File: config.mk
export PLATFORM = sky130hd
export DESIGN_NAME = irq_aggregator
export DESIGN_NICKNAME = d
export VERILOG_FILES = /design/src/rtl/irq_pkg.sv /design/src/rtl/irq_core_ctl.sv /design/src/rtl/irq_periph_bank.sv /design/src/rtl/irq_gie_fsm.sv /design/src/rtl/irq_aggregator.sv
export SDC_FILE = /design/constraint.sdc
export NUM_CORES = 1
export LEC_CHECK = 0
export BUFFER_PORTS_ARGS = -buffer_cell sky130_fd_sc_hd__clkbuf_2
export CORE_MARGIN = 4
export CORE_UTILIZATION = 28
export DETAILED_ROUTE_END_ITERATION = 8
export PLACE_DENSITY_LB_ADDON = 0.15
export SLEW_MARGIN = 5
export SYNTH_ARGS = -nofsm -noshare
export SYNTH_HDL_FRONTEND = slang
export SYNTH_HIERARCHICAL = 1
export SYNTH_SLANG_ARGS = --single-unit
File: constraint.sdc
create_clock -name clk -period 3.3 [get_ports clk]
set_clock_uncertainty 0.2 [all_clocks]
set_input_delay 0.33 -clock clk [delete_from_list [all_inputs] [get_ports clk]]
set_output_delay 0.33 -clock clk [all_outputs]
set_load 0.1 [all_outputs]
File: src/rtl/irq_pkg.sv
package irq_pkg;
    localparam int DATA_W   = 8;
    localparam int ADDR_W   = 3;
    localparam int NUM_CORE = 3;

    // control register field positions
    localparam int CTL_FLAG_LSB = 0;
    localparam int CTL_EN_LSB   = 3;
    localparam int CTL_GRP_BIT  = 6;
    localparam int CTL_GIE_BIT  = 7;

    localparam int ADDR_CTL       = 0;
    localparam int ADDR_FLAG_BASE = 1;

    typedef enum logic [1:0] {
        GS_DISARMED   = 2'd0,
        GS_ARMED      = 2'd1,
        GS_IN_HANDLER = 2'd2
    } gie_state_e;
endpackage

File: src/rtl/irq_core_ctl.sv
module irq_core_ctl
    import irq_pkg::*;
(
    input  logic                clk,
    input  logic                rst_n,
    input  logic [NUM_CORE-1:0] evt,
    input  logic                wr,
    input  logic [NUM_CORE-1:0] flag_wd,
    input  logic [NUM_CORE-1:0] en_wd,
    input  logic                grp_wd,
    output logic [NUM_CORE-1:0] flags,
    output logic [NUM_CORE-1:0] ens,
    output logic                grp_en
);
    always_ff @(posedge clk) begin
        if (!rst_n) begin
            flags  <= '0;
            ens    <= '0;
            grp_en <= 1'b0;
        end else begin
            // event OR-ed in after the write: a set beats a clear
            flags <= (wr ? flag_wd : flags) | evt;
            if (wr) begin
                ens    <= en_wd;
                grp_en <= grp_wd;
            end
        end
    end

    // any event is visible in the flags one cycle later
    p_evt_sets_flag_r2: assert property (@(posedge clk) disable iff (!rst_n)
        (evt != '0) |=> ((flags & $past(evt)) == $past(evt)));
endmodule

File: src/rtl/irq_periph_bank.sv
module irq_periph_bank
    import irq_pkg::*;
#(
    parameter int ACTIVE = DATA_W
) (
    input  logic              clk,
    input  logic              rst_n,
    input  logic [DATA_W-1:0] evt,
    input  logic              wr_flag,
    input  logic              wr_en,
    input  logic [DATA_W-1:0] wdata,
    output logic [DATA_W-1:0] flag_q,
    output logic [DATA_W-1:0] en_q,
    output logic              hit
);
    localparam logic [DATA_W-1:0] MASK = DATA_W'((64'd1 << ACTIVE) - 64'd1);

    always_ff @(posedge clk) begin
        if (!rst_n) begin
            flag_q <= '0;
            en_q   <= '0;
        end else begin
            flag_q <= ((wr_flag ? wdata : flag_q) | evt) & MASK;
            if (wr_en)
                en_q <= wdata & MASK;
        end
    end

    always_comb hit = |(flag_q & en_q);

    // with no write and no event, flags hold
    p_flag_hold_r3: assert property (@(posedge clk) disable iff (!rst_n)
        (!wr_flag && (evt & MASK) == '0) |=> $stable(flag_q));
endmodule

File: src/rtl/irq_gie_fsm.sv
module irq_gie_fsm
    import irq_pkg::*;
(
    input  logic clk,
    input  logic rst_n,
    input  logic ctl_wr,
    input  logic gie_wd,
    input  logic irq_taken,
    input  logic irq_return,
    output logic gie
);
    gie_state_e state_q, state_d;

    always_comb begin
        state_d = state_q;
        if (irq_taken)
            state_d = GS_IN_HANDLER;
        else if (irq_return)
            state_d = GS_ARMED;
        else if (ctl_wr) begin
            unique case (state_q)
                GS_DISARMED:   state_d = gie_wd ? GS_ARMED : GS_DISARMED;
                GS_ARMED:      state_d = gie_wd ? GS_ARMED : GS_DISARMED;
                GS_IN_HANDLER: state_d = gie_wd ? GS_ARMED : GS_IN_HANDLER;
                default:       state_d = GS_DISARMED;
            endcase
        end
    end

    always_ff @(posedge clk) begin
        if (!rst_n) state_q <= GS_DISARMED;
        else        state_q <= state_d;
    end

    always_comb begin
        unique case (state_q)
            GS_ARMED: gie = 1'b1;
            default:  gie = 1'b0;
        endcase
    end

    // taken always ends armed state
    p_taken_clears_r7: assert property (@(posedge clk) disable iff (!rst_n)
        irq_taken |=> !gie);

    p_return_sets_r8: assert property (@(posedge clk) disable iff (!rst_n)
        (irq_return && !irq_taken) |=> gie);

    p_write_arms_r11: assert property (@(posedge clk) disable iff (!rst_n)
        (ctl_wr && gie_wd && !irq_taken) |=> gie);
endmodule

File: src/rtl/irq_aggregator.sv
module irq_aggregator
    import irq_pkg::*;
#(
    parameter int NUM_PERIPH = 12
) (
    input  logic                                  clk,
    input  logic                                  rst_n,
    input  logic [NUM_CORE+NUM_PERIPH-1:0]        src_evt,
    input  logic [ADDR_W-1:0]                     bus_addr,
    input  logic                                  bus_wr,
    input  logic [DATA_W-1:0]                     bus_wdata,
    output logic [DATA_W-1:0]                     bus_rdata,
    input  logic                                  irq_taken,
    input  logic                                  irq_return,
    output logic                                  irq_req
);
    localparam int NUM_SRC   = NUM_CORE + NUM_PERIPH;
    localparam int NUM_BANKS = (NUM_PERIPH + DATA_W - 1) / DATA_W;
    localparam int EN_BASE   = ADDR_FLAG_BASE + NUM_BANKS;

    logic                 ctl_wr;
    logic [NUM_CORE-1:0]  core_flags, core_ens;
    logic                 grp_en, gie, core_hit;
    logic [NUM_BANKS*DATA_W-1:0] periph_evt;
    logic [DATA_W-1:0]    bflag [NUM_BANKS];
    logic [DATA_W-1:0]    ben   [NUM_BANKS];
    logic [NUM_BANKS-1:0] bhit;

    always_comb ctl_wr = bus_wr && (bus_addr == ADDR_W'(ADDR_CTL));

    always_comb begin
        periph_evt = '0;
        periph_evt[NUM_PERIPH-1:0] = src_evt[NUM_SRC-1:NUM_CORE];
    end

    irq_core_ctl u_core (
        .clk     (clk),
        .rst_n   (rst_n),
        .evt     (src_evt[NUM_CORE-1:0]),
        .wr      (ctl_wr),
        .flag_wd (bus_wdata[CTL_FLAG_LSB +: NUM_CORE]),
        .en_wd   (bus_wdata[CTL_EN_LSB +: NUM_CORE]),
        .grp_wd  (bus_wdata[CTL_GRP_BIT]),
        .flags   (core_flags),
        .ens     (core_ens),
        .grp_en  (grp_en)
    );

    irq_gie_fsm u_fsm (
        .clk        (clk),
        .rst_n      (rst_n),
        .ctl_wr     (ctl_wr),
        .gie_wd     (bus_wdata[CTL_GIE_BIT]),
        .irq_taken  (irq_taken),
        .irq_return (irq_return),
        .gie        (gie)
    );

    for (genvar b = 0; b < NUM_BANKS; b++) begin : g_bank
        localparam int REMAIN = NUM_PERIPH - b * DATA_W;
        localparam int ACT    = (REMAIN >= DATA_W) ? DATA_W : REMAIN;
        logic wr_f, wr_e;
        always_comb begin
            wr_f = bus_wr && (bus_addr == ADDR_W'(ADDR_FLAG_BASE + b));
            wr_e = bus_wr && (bus_addr == ADDR_W'(EN_BASE + b));
        end
        irq_periph_bank #(.ACTIVE(ACT)) u_bank (
            .clk     (clk),
            .rst_n   (rst_n),
            .evt     (periph_evt[b*DATA_W +: DATA_W]),
            .wr_flag (wr_f),
            .wr_en   (wr_e),
            .wdata   (bus_wdata),
            .flag_q  (bflag[b]),
            .en_q    (ben[b]),
            .hit     (bhit[b])
        );
    end

    // read mux
    always_comb begin
        bus_rdata = '0;
        if (bus_addr == ADDR_W'(ADDR_CTL)) begin
            bus_rdata[CTL_FLAG_LSB +: NUM_CORE] = core_flags;
            bus_rdata[CTL_EN_LSB +: NUM_CORE]   = core_ens;
            bus_rdata[CTL_GRP_BIT]              = grp_en;
            bus_rdata[CTL_GIE_BIT]              = gie;
        end
        for (int b = 0; b < NUM_BANKS; b++) begin
            if (bus_addr == ADDR_W'(ADDR_FLAG_BASE + b)) bus_rdata = bflag[b];
            if (bus_addr == ADDR_W'(EN_BASE + b))        bus_rdata = ben[b];
        end
    end

    // output process: two-tier gating
    always_comb begin
        core_hit = |(core_flags & core_ens);
        irq_req  = gie && (core_hit || (grp_en && (|bhit)));
    end

    // request is gone the cycle after the processor takes it
    p_req_drop_r7: assert property (@(posedge clk) disable iff (!rst_n)
        irq_taken |=> !irq_req);
    // a request without a core hit needs the group enable
    p_periph_gate_r6: assert property (@(posedge clk) disable iff (!rst_n)
        (irq_req && !core_hit) |-> (grp_en && (bhit != '0)));
    // a request always has an armed global enable
    p_req_needs_gie_r5: assert property (@(posedge clk) disable iff (!rst_n)
        irq_req |-> gie);
endmodule

# After elaboration in Yosys (flattened, before gate mapping)

Cells that the tools add are included.

Multiplexer cells: 15
Eq/ne operators: 6
Reduce and logical (&&, ||, !) cells: 16
Bitwise gates (word level): 7

Operator list:

| kind                                                 | number |
|---|---|
| two-way mux 8 bit                                    | 6 |
| OR reduction 16 bit                                  | 1 |
| bitwise AND 8 bit                                    | 1 |
| two-way mux 2 bit                                    | 4 |
| bitwise OR 8 bit                                     | 1 |
| logical AND 1 bit                                    | 7 |
| equality test 3 x 2 -> 1 bit (second input constant) | 2 |
| bitwise AND 4 bit                                    | 1 |
| two-way mux 4 bit                                    | 1 |
| bitwise OR 4 bit                                     | 1 |
| one-hot mux 2 bit (2 select lines)                   | 1 |
| OR reduction 2 bit                                   | 2 |
| bitwise AND 3 bit                                    | 1 |
| equality test 3 x 1 -> 1 bit (second input constant) | 1 |
| equality test 3 bit (second input constant)          | 1 |
| zero test 3 bit                                      | 1 |
| two-way mux 3 bit                                    | 1 |
| bitwise OR 3 bit                                     | 1 |
| nonzero test 3 bit                                   | 1 |
| OR reduction 3 bit                                   | 1 |
| equality test 2 x 1 -> 1 bit (second input constant) | 1 |
| equality test 2 bit (second input constant)          | 1 |
| zero test 2 bit                                      | 1 |
| two-way mux 1 bit                                    | 2 |
| other kinds (3)                                      | 3 |

Logic and storage cells: 53
Output and inout bits: 9
Bits in registers: 33
Input bits: 31

# Longest topological paths before layout

Gate-level depths: netlist of the first run.

Word-level depth: 7
Mapped depth: 8
Gate-level depth less buffers: 5

# Hierarchy

Netlist of the first run, hierarchy kept.

Modules (own cells, without submodules):

| module                             | times used | area an instance (um^2) | sequential area each (um^2) | cells each |
|---|---|---|---|---|
| irq_periph_bank (g_bank[0].u_bank) | 1          | 688.2                   | 320.3                       | 56 |
| irq_aggregator                     | 1          | 450.4                   | 0.0                         | 63 |
| irq_periph_bank (g_bank[1].u_bank) | 1          | 387.9                   | 160.2                       | 37 |
| irq_core_ctl                       | 1          | 284.0                   | 140.1                       | 22 |
| irq_gie_fsm                        | 1          | 93.8                    | 40.0                        | 11 |

# Worst setup path before layout of the first run

No wires, ideal clock.

Path type: register -> output
From: register g_bank[0].u_bank.flag_q[5]
To: output irq_req
Stages on the path, launching flop included: 5
Setup slack: 24 ps
Data required time: 2770 ps
Arrival time: 2746 ps
Buffers on the path: 0
Path through: dfxtp_1 > a22oi_1 > nand4_1 > o21ai_0 > a21boi_0

Word-level cells in the longest chain between the ends: 5

Ends and longest elaborated chain:

| element                | RTL line              | RTL |
|---|---|---|
| start, declared        | irq_periph_bank.sv:12 | `output logic [DATA_W-1:0] flag_q,` |
| start signal, assigned | irq_periph_bank.sv:23 | `flag_q <= ((wr_flag ? wdata : flag_q) \| evt) & MASK;` |
| bitwise AND 8 bit      | irq_periph_bank.sv:29 | `always_comb hit = \|(flag_q & en_q);` |
| OR reduction 16 bit    | irq_aggregator.sv:98  | `irq_req = gie && (core_hit \|\| (grp_en && (\|bhit)));` |
| logical AND 1 bit      | irq_aggregator.sv:98  |  |
| logical OR 1 bit       | irq_aggregator.sv:98  |  |
| logical AND 1 bit      | irq_aggregator.sv:98  |  |
| end, declared          | irq_aggregator.sv:15  | `output logic irq_req` |

Every way passes these cells.

# Worst setup path after layout of the first run

From: input bus_addr[0]
To: output bus_rdata[2]

Word-level cells in the longest chain between the ends: 6
Elaborated cells between the ends (all ways): 10
Classes of those cells: eq/ne (4); mux (5); reduce/logical (1)

Ends and longest elaborated chain:

| element               | RTL line             | RTL |
|---|---|---|
| start, declared       | irq_aggregator.sv:9  | `input logic [ADDR_W-1:0] bus_addr,` |
| zero test 3 bit       | irq_aggregator.sv:83 | `if (bus_addr == ADDR_W'(ADDR_CTL)) begin` |
| two-way mux 8 bit     | irq_aggregator.sv:83 |  |
| two-way mux 8 bit     | irq_aggregator.sv:90 | `if (bus_addr == ADDR_W'(ADDR_FLAG_BASE + b)) bus_rdata = bflag[b];` |
| two-way mux 8 bit     | irq_aggregator.sv:91 | `if (bus_addr == ADDR_W'(EN_BASE + b)) bus_rdata = ben[b];` |
| two-way mux 8 bit     | irq_aggregator.sv:90 |  |
| two-way mux 8 bit (*) | irq_aggregator.sv:91 |  |
| end, declared         | irq_aggregator.sv:12 | `output logic [DATA_W-1:0] bus_rdata,` |

Mark *: on every way between the ends. The rest lies on a longest branch, timed or not.

==> results.py, run 1 <==
metrics = {
    "run_status": {
        "status": "finished clean",
    },
    "detailed_routing": {
        "drtPass1Iterations": 4,
        "via_per_inst": 4.680,
        "drt_iter0_markers": 114,
        "num_vias": 1418,
        "wl_per_cell_um": 15.15,
        "drt_wl_total_um": 4590,
        "drc": 0,
        "ant_nets": 0,
    },
    "global_route": {
        "grtUsageTotal_pct": 11.54,
        "grt_pass1_wl_um": 7438,
        "grt_antenna_before_repair": 0,
        "grt_pass1_vias": 1418,
        "grt_max_degree": 35,
        "grt-ovfl-total": 0,
    },
    "clock_tree": {
        "cts.root.buffer_cell": "clkbuf_8",
        "cts_setup_buffers": 0,
        "cts_resized": 0,
        "cts_made_buffers": 5,
        "htreeDepth": 2,
        "clkSlewWorstSetupHoldPaths_ps": 60,
        "cts_tree": "yes",
        "cts_hold_buf": 0,
        "cts_sinks": 33,
        "insertion_delay_ps": 270,
        "clock_path_buffers": 2,
    },
    "placement": {
        "preCtsSetupSlack_ps": 813.1,
        "hpwl_um": 3487,
        "place.gp.congestion": 0.7546,
        "dp_cells": 296,
        "portBuffers": 39,
    },
    "floorplanning": {
        "core_area_sq_um": 6459,
        "dieWidth_um": 90.39,
        "rows": 29,
        "ios": 40,
        "dieArea_sq_um": 8169,
        "die_height_um": 90.39,
        "start_util_pct": 29.43,
    },
    "worst_setup_path": {
        "cp_num_buf_inv": 2,
        "crit_path_start_kind": "input port",
        "crit_path_max_incr_delay_ps": 420,
        "worstSetupPathType": "input port to output pin",
        "crit_slowest_cell": "clkbuf_2",
        "cp_data_arrival_time_ps": 1950,
        "timing.critical_path.max_delay_family": "buffers and inverters",
        "required_ps": 2770,
        "timing.critical_path.mode_cell": "clkbuf_2",
        "cp_max_fo": 25,
        "critPathCaptureType": "output pin",
        "crit_path_cell_trace": "clkbuf_2 -> mux2_4 -> a222oi_1 -> nand2_1 -> clkbuf_2",
    },
    "sta": {
        "clock.fmax_mhz": 403.0,
        "fin_crit_ps": 2482,
        "setup_ws_ps": 818.4,
        "slew_violations": 0,
        "setup_violations": 0,
        "slew_headroom_pct": 53.38,
        "hold_viol": 0,
        "worst_pin_slew_ps": 697.8,
        "setup-tns-final_ps": 0,
        "fin_crit_sh_pct": 75.20,
        "rsz0062_at_grt": "false",
    },
    "finish": {
        "drive_gt1_share_pct": 29.65,
        "insertedDiodeCount": 0,
        "final_cells": 303,
        "areaGrowthSynthToFinish_pct": 15.67,
        "layout.cells.most_common_list": "39 x clkbuf_2, 33 x dfxtp_1, 23 x nor2b_1, 22 x mux2i_1, 18 x o21a_1",
        "finalNetCount": 257,
        "final_common_cell": "clkbuf_2",
    },
    "logic_synthesis": {
        "syn_area_sq_um": 1901,
        "syn-instance-count": 188,
        "yosys_warnings": 6,
        "avgSynthCellArea_sq_um": 10.11,
    },
    "power_and_ir_drop": {
        "leakagePower_nw": 0.8975,
        "p_per_area_nw_per_um2": 421.0,
        "ir_worst_vdd_mv": 0.2017,
    },
    "flow_run": {
        "cap_viol_max_count": 0,
    },
    "hold_path": {
        "hold_class": "input port to flip-flop",
    },
}
## state kept, by name, summed over array words and instances (netlist names)
name                  cells
g_bank.u_bank/en_q       12
g_bank.u_bank/flag_q     12
u_core/ens                3
u_core/flags              3
u_fsm/state_q             2
u_core/grp_en             1
## final timing paths
kind	startpoint	to	slack (ps)	cells after the start
hold / removal	irq_taken	u_fsm/state_q[0]	30	2
setup / recovery	bus_addr[0]	bus_rdata[2]	820	5
setup reg to reg	u_fsm/state_q[0]	u_fsm/state_q[0]	2180	3
hold reg to reg	u_fsm/state_q[1]	u_fsm/state_q[1]	320	2
## final cells by class
cell class / count / area [sq um]
Timing Repair Buffer: 42 / 217.7
Fill cell: 685 / 4260
Clock buffer: 7 / 86.33
Multi-Input combinational cell: 144 / 1137
Sequential cell: 33 / 660.6
Tap cell: 77 / 96.34
## worst reg2reg max path: cells and delay by family, from the launching register on
| kind | cells | cell delay (ps) |
|---|---|---|
| flip-flops | 1 | 330 |
| AO/OA/AOI/OAI | 1 | 270 |
| AND/OR/NAND/NOR | 2 | 210 |
## layer usage
layer / vias to the layer above / global-route usage [%] / part of all wire, %
met2: 29 / 18.17 / 45
li1: 736 / - / -
met5: - / 0 / 0
met4: 0 / 3.444 / 0.54
met3: 2 / 3.333 / 4.4
met1: 651 / 15.25 / 50
## stage by stage
stage / power (mW) / util [%] / hold WS, ps / instance area [sq um]
global placement: 0.6329 / 32.70 / 297.7 / 2112
CTS: 0.9427 / 34.04 / 22.36 / 2198
finish: 0.9255 / 34.04 / 28.03 / 2198
detailed placement: 0.6320 / 32.70 / 304.2 / 2112
global route: 0.9750 / 34.04 / 29.47 / 2198
floorplan: 0.5879 / - / 206.1 / 1927
## power by group
group	switching (mW)	leakage [nW]	internal (mW)	total, mW
sequential	0.0159	0.272	0.418	0.434
combinational	0.112	0.581	0.0749	0.187
clock	0.139	0.0443	0.165	0.305
total	0.267	0.897	0.658	0.926
Note: power is estimated with default switching activity, not from simulation.
==> inputs of run 2 (changes only) <==
Clock period 3.3 ns to 1.99 ns, I/O delays scaled along.
==> run 2 against run 1 <==
The flow now finishes with violations (negative setup slack). Combinational power up 110%. Clock power up 85%. Final cell count up 9.9%.
==> results.py, run 2 (synthesized netlist as in run 1, its figures left out) <==
metrics = {
    "detailed_routing": {
        "drtPass1Iterations": 6,
        "via_per_inst": 4.571,
        "num_vias": 1522,
        "drc": 0,
        "ant_nets": 0,
        "wl_per_cell_um": 14.49,
        "drt_iter0_markers": 100,
        "drt_wl_total_um": 4826,
    },
    "placement": {
        "place.gp.congestion": 0.8169,
        "dpl_cell_area_sq_um": 2303,
        "hpwl_um": 3595,
        "portBuffers": 39,
        "dp_cells": 305,
    },
    "flow_run": {
        "cap_viol_max_count": 0,
    },
    "floorplanning": {
        "ios": 40,
        "die_height_um": 90.39,
        "start_util_pct": 29.43,
        "core_area_sq_um": 6459,
        "dieArea_sq_um": 8169,
        "rows": 29,
        "dieWidth_um": 90.39,
    },
    "sta": {
        "slew_violations": 0,
        "setup-tns-final_ps": -43.16,
        "worst_pin_slew_ps": 656.9,
        "hold_viol": 0,
        "fin_crit_sh_pct": 102.2,
        "slew_headroom_pct": 56.21,
        "clock.fmax_mhz": 491.8,
        "fin_crit_ps": 2033,
        "rsz0062_at_grt": "true",
        "hold_ws_ps": 7.435,
        "setup_ws_ps": -43.16,
        "setup_violations": 1,
    },
    "finish": {
        "finalNetCount": 286,
        "final_cells": 333,
        "largestRegisters": "g_bank.u_bank/en_q x12, g_bank.u_bank/flag_q x12",
        "layout.cells.most_common_list": "30 x dfxtp_1, 30 x clkbuf_2, 22 x mux2i_1, 22 x nor2b_1, 18 x o21a_1",
        "fin_area_sq_um": 2624,
        "areaGrowthSynthToFinish_pct": 38.05,
        "insertedDiodeCount": 0,
        "drive_gt1_share_pct": 33.59,
    },
    "power_and_ir_drop": {
        "p_int_mw": 1.203,
        "seqPwrFrac_pct": 42.9,
        "ir_worst_vdd_mv": 0.2417,
        "p_per_area_nw_per_um2": 641.0,
        "p_clk_share_pct": 33.6,
        "power_switching_mw": 0.4792,
        "pwr-share-comb_pct": 23.6,
        "p_total_mw": 1.682,
        "leakagePower_nw": 1.082,
        "p_sw_share_pct": 28.49,
    },
    "worst_setup_path": {
        "cp_data_arrival_time_ps": 1630,
        "rr_worst_depth": 4,
        "critPathCaptureType": "output pin",
        "rr_startpoint": "u_fsm/state_q[0]",
        "worstSetupPathType": "flip-flop to output pin",
        "reg2reg_to": "u_fsm/state_q[0]",
        "rrSetupSlack_ps": 740,
        "crit_path_start_kind": "flip-flop",
        "required_ps": 1590,
        "cp_max_fo": 2,
    },
    "run_status": {
        "status": "finished, violations left",
        "violations": "negative setup slack",
    },
    "clock_tree": {
        "cts_made_buffers": 5,
        "insertion_delay_ps": 280,
        "cts_tree": "yes",
        "cts_sinks": 33,
        "clkSlewWorstSetupHoldPaths_ps": 70,
        "clock_path_buffers": 2,
        "cts.root.buffer_cell": "clkbuf_8",
        "htreeDepth": 2,
    },
    "hold_path": {
        "hold_class": "input port to flip-flop",
        "whs_path_depth": 3,
        "hold_start": "bus_wdata[4]",
        "hold_end": "g_bank[0].u_bank/en_q[4]",
    },
    "global_route": {
        "grt_pass1_wl_um": 8100,
        "grt_max_degree": 35,
        "grt-ovfl-total": 0,
        "grt_pass1_vias": 1569,
        "grtUsageTotal_pct": 12.48,
        "grt_antenna_before_repair": 0,
    },
}
-- run 2: cell types whose count changed in the layout (fill, tap and decap cells not counted), moves of 2 or more --
cell / before / now
dfxtp_2: 0 / 2
buf_4: 3 / 15
dfxtp_1: 33 / 30
dlygate4sd3_1: 0 / 17
buf_12: 0 / 8
clkbuf_2: 39 / 30
clkbuf_8: 6 / 8
-- run 2: area by class of cell --
| type | count | area (sq um) |
|---|---|---|
| tap | 77 | 96.34 |
| multi-input combinational | 144 | 1152 |
| clock buffer | 7 | 96.34 |
| timing repair buffer | 71 | 606.8 |
| sequential | 33 | 666.9 |
| clock inverter | 1 | 5.005 |
| fill | 653 | 3835 |
-- run 2: worst max-delay path, cell delays in order, from the launching register on --
cell,delay (ps)
dfxtp_2,320
nor2b_4,120
mux2_4,260
a222oi_1,290
nand2_1,160
buf_12,190
-- run 2: per-layer routing --
metal / vias to the layer above / track usage (%) / part of all wire [%] / routed length, um
met5: - / 0 / 0 / 0
met4: 0 / 3.827 / 1.2 / 59
met3: 5 / 3.500 / 5.0 / 240
met2: 37 / 19.66 / 43 / 2098
met1: 689 / 16.51 / 50 / 2427
li1: 791 / - / - / -
-- run 2: worst max-delay path by stage --
stage                      from                  endpoint  cells past startpoint  slack (ps)
4_1_cts        u_fsm/state_q[0]              bus_rdata[7]                      5         -90
5_1_grt         u_core/flags[2]              bus_rdata[2]                      4        -110
3_3_place_gp        bus_addr[0]              bus_rdata[2]                      5         140
6_report       u_fsm/state_q[0]              bus_rdata[7]                      5         -40
3_5_place_dp        bus_addr[0]  g_bank[1].u_bank/en_q[1]                      6         160
2_1_floorplan  u_fsm/state_q[0]              bus_rdata[7]                      4          70
-- run 2: per-stage QoR --
step	util [%]	worst slack, ps
floorplan	-	65.04
global placement	35.66	137.0
detailed placement	35.66	158.0
CTS	40.35	-94.78
global route	40.62	-112.1
finish	40.62	-43.16
-- run 2: power groups by stage --
| stage | clock [mW] | combinational (mW) | sequential (mW) |
|---|---|---|---|
| after floorplan | 0 | 0.251 | 0.724 |
| after global placement | 0 | 0.365 | 0.737 |
| after detailed placement | 0 | 0.364 | 0.737 |
| after CTS | 0.591 | 0.396 | 0.723 |
| after global routing | 0.617 | 0.426 | 0.725 |
| final | 0.564 | 0.396 | 0.721 |
-- run 2: what timing repair did --
item                                    in CTS  in global routing
gates resized for setup                      8                  1
endpoints found under the setup margin       3                  2
setup buffers                                1                  2
cloned                                       0                  0
pin swaps                                    4                  4
hold endpoints to repair                    17                  0
hold buffers                                17                  0
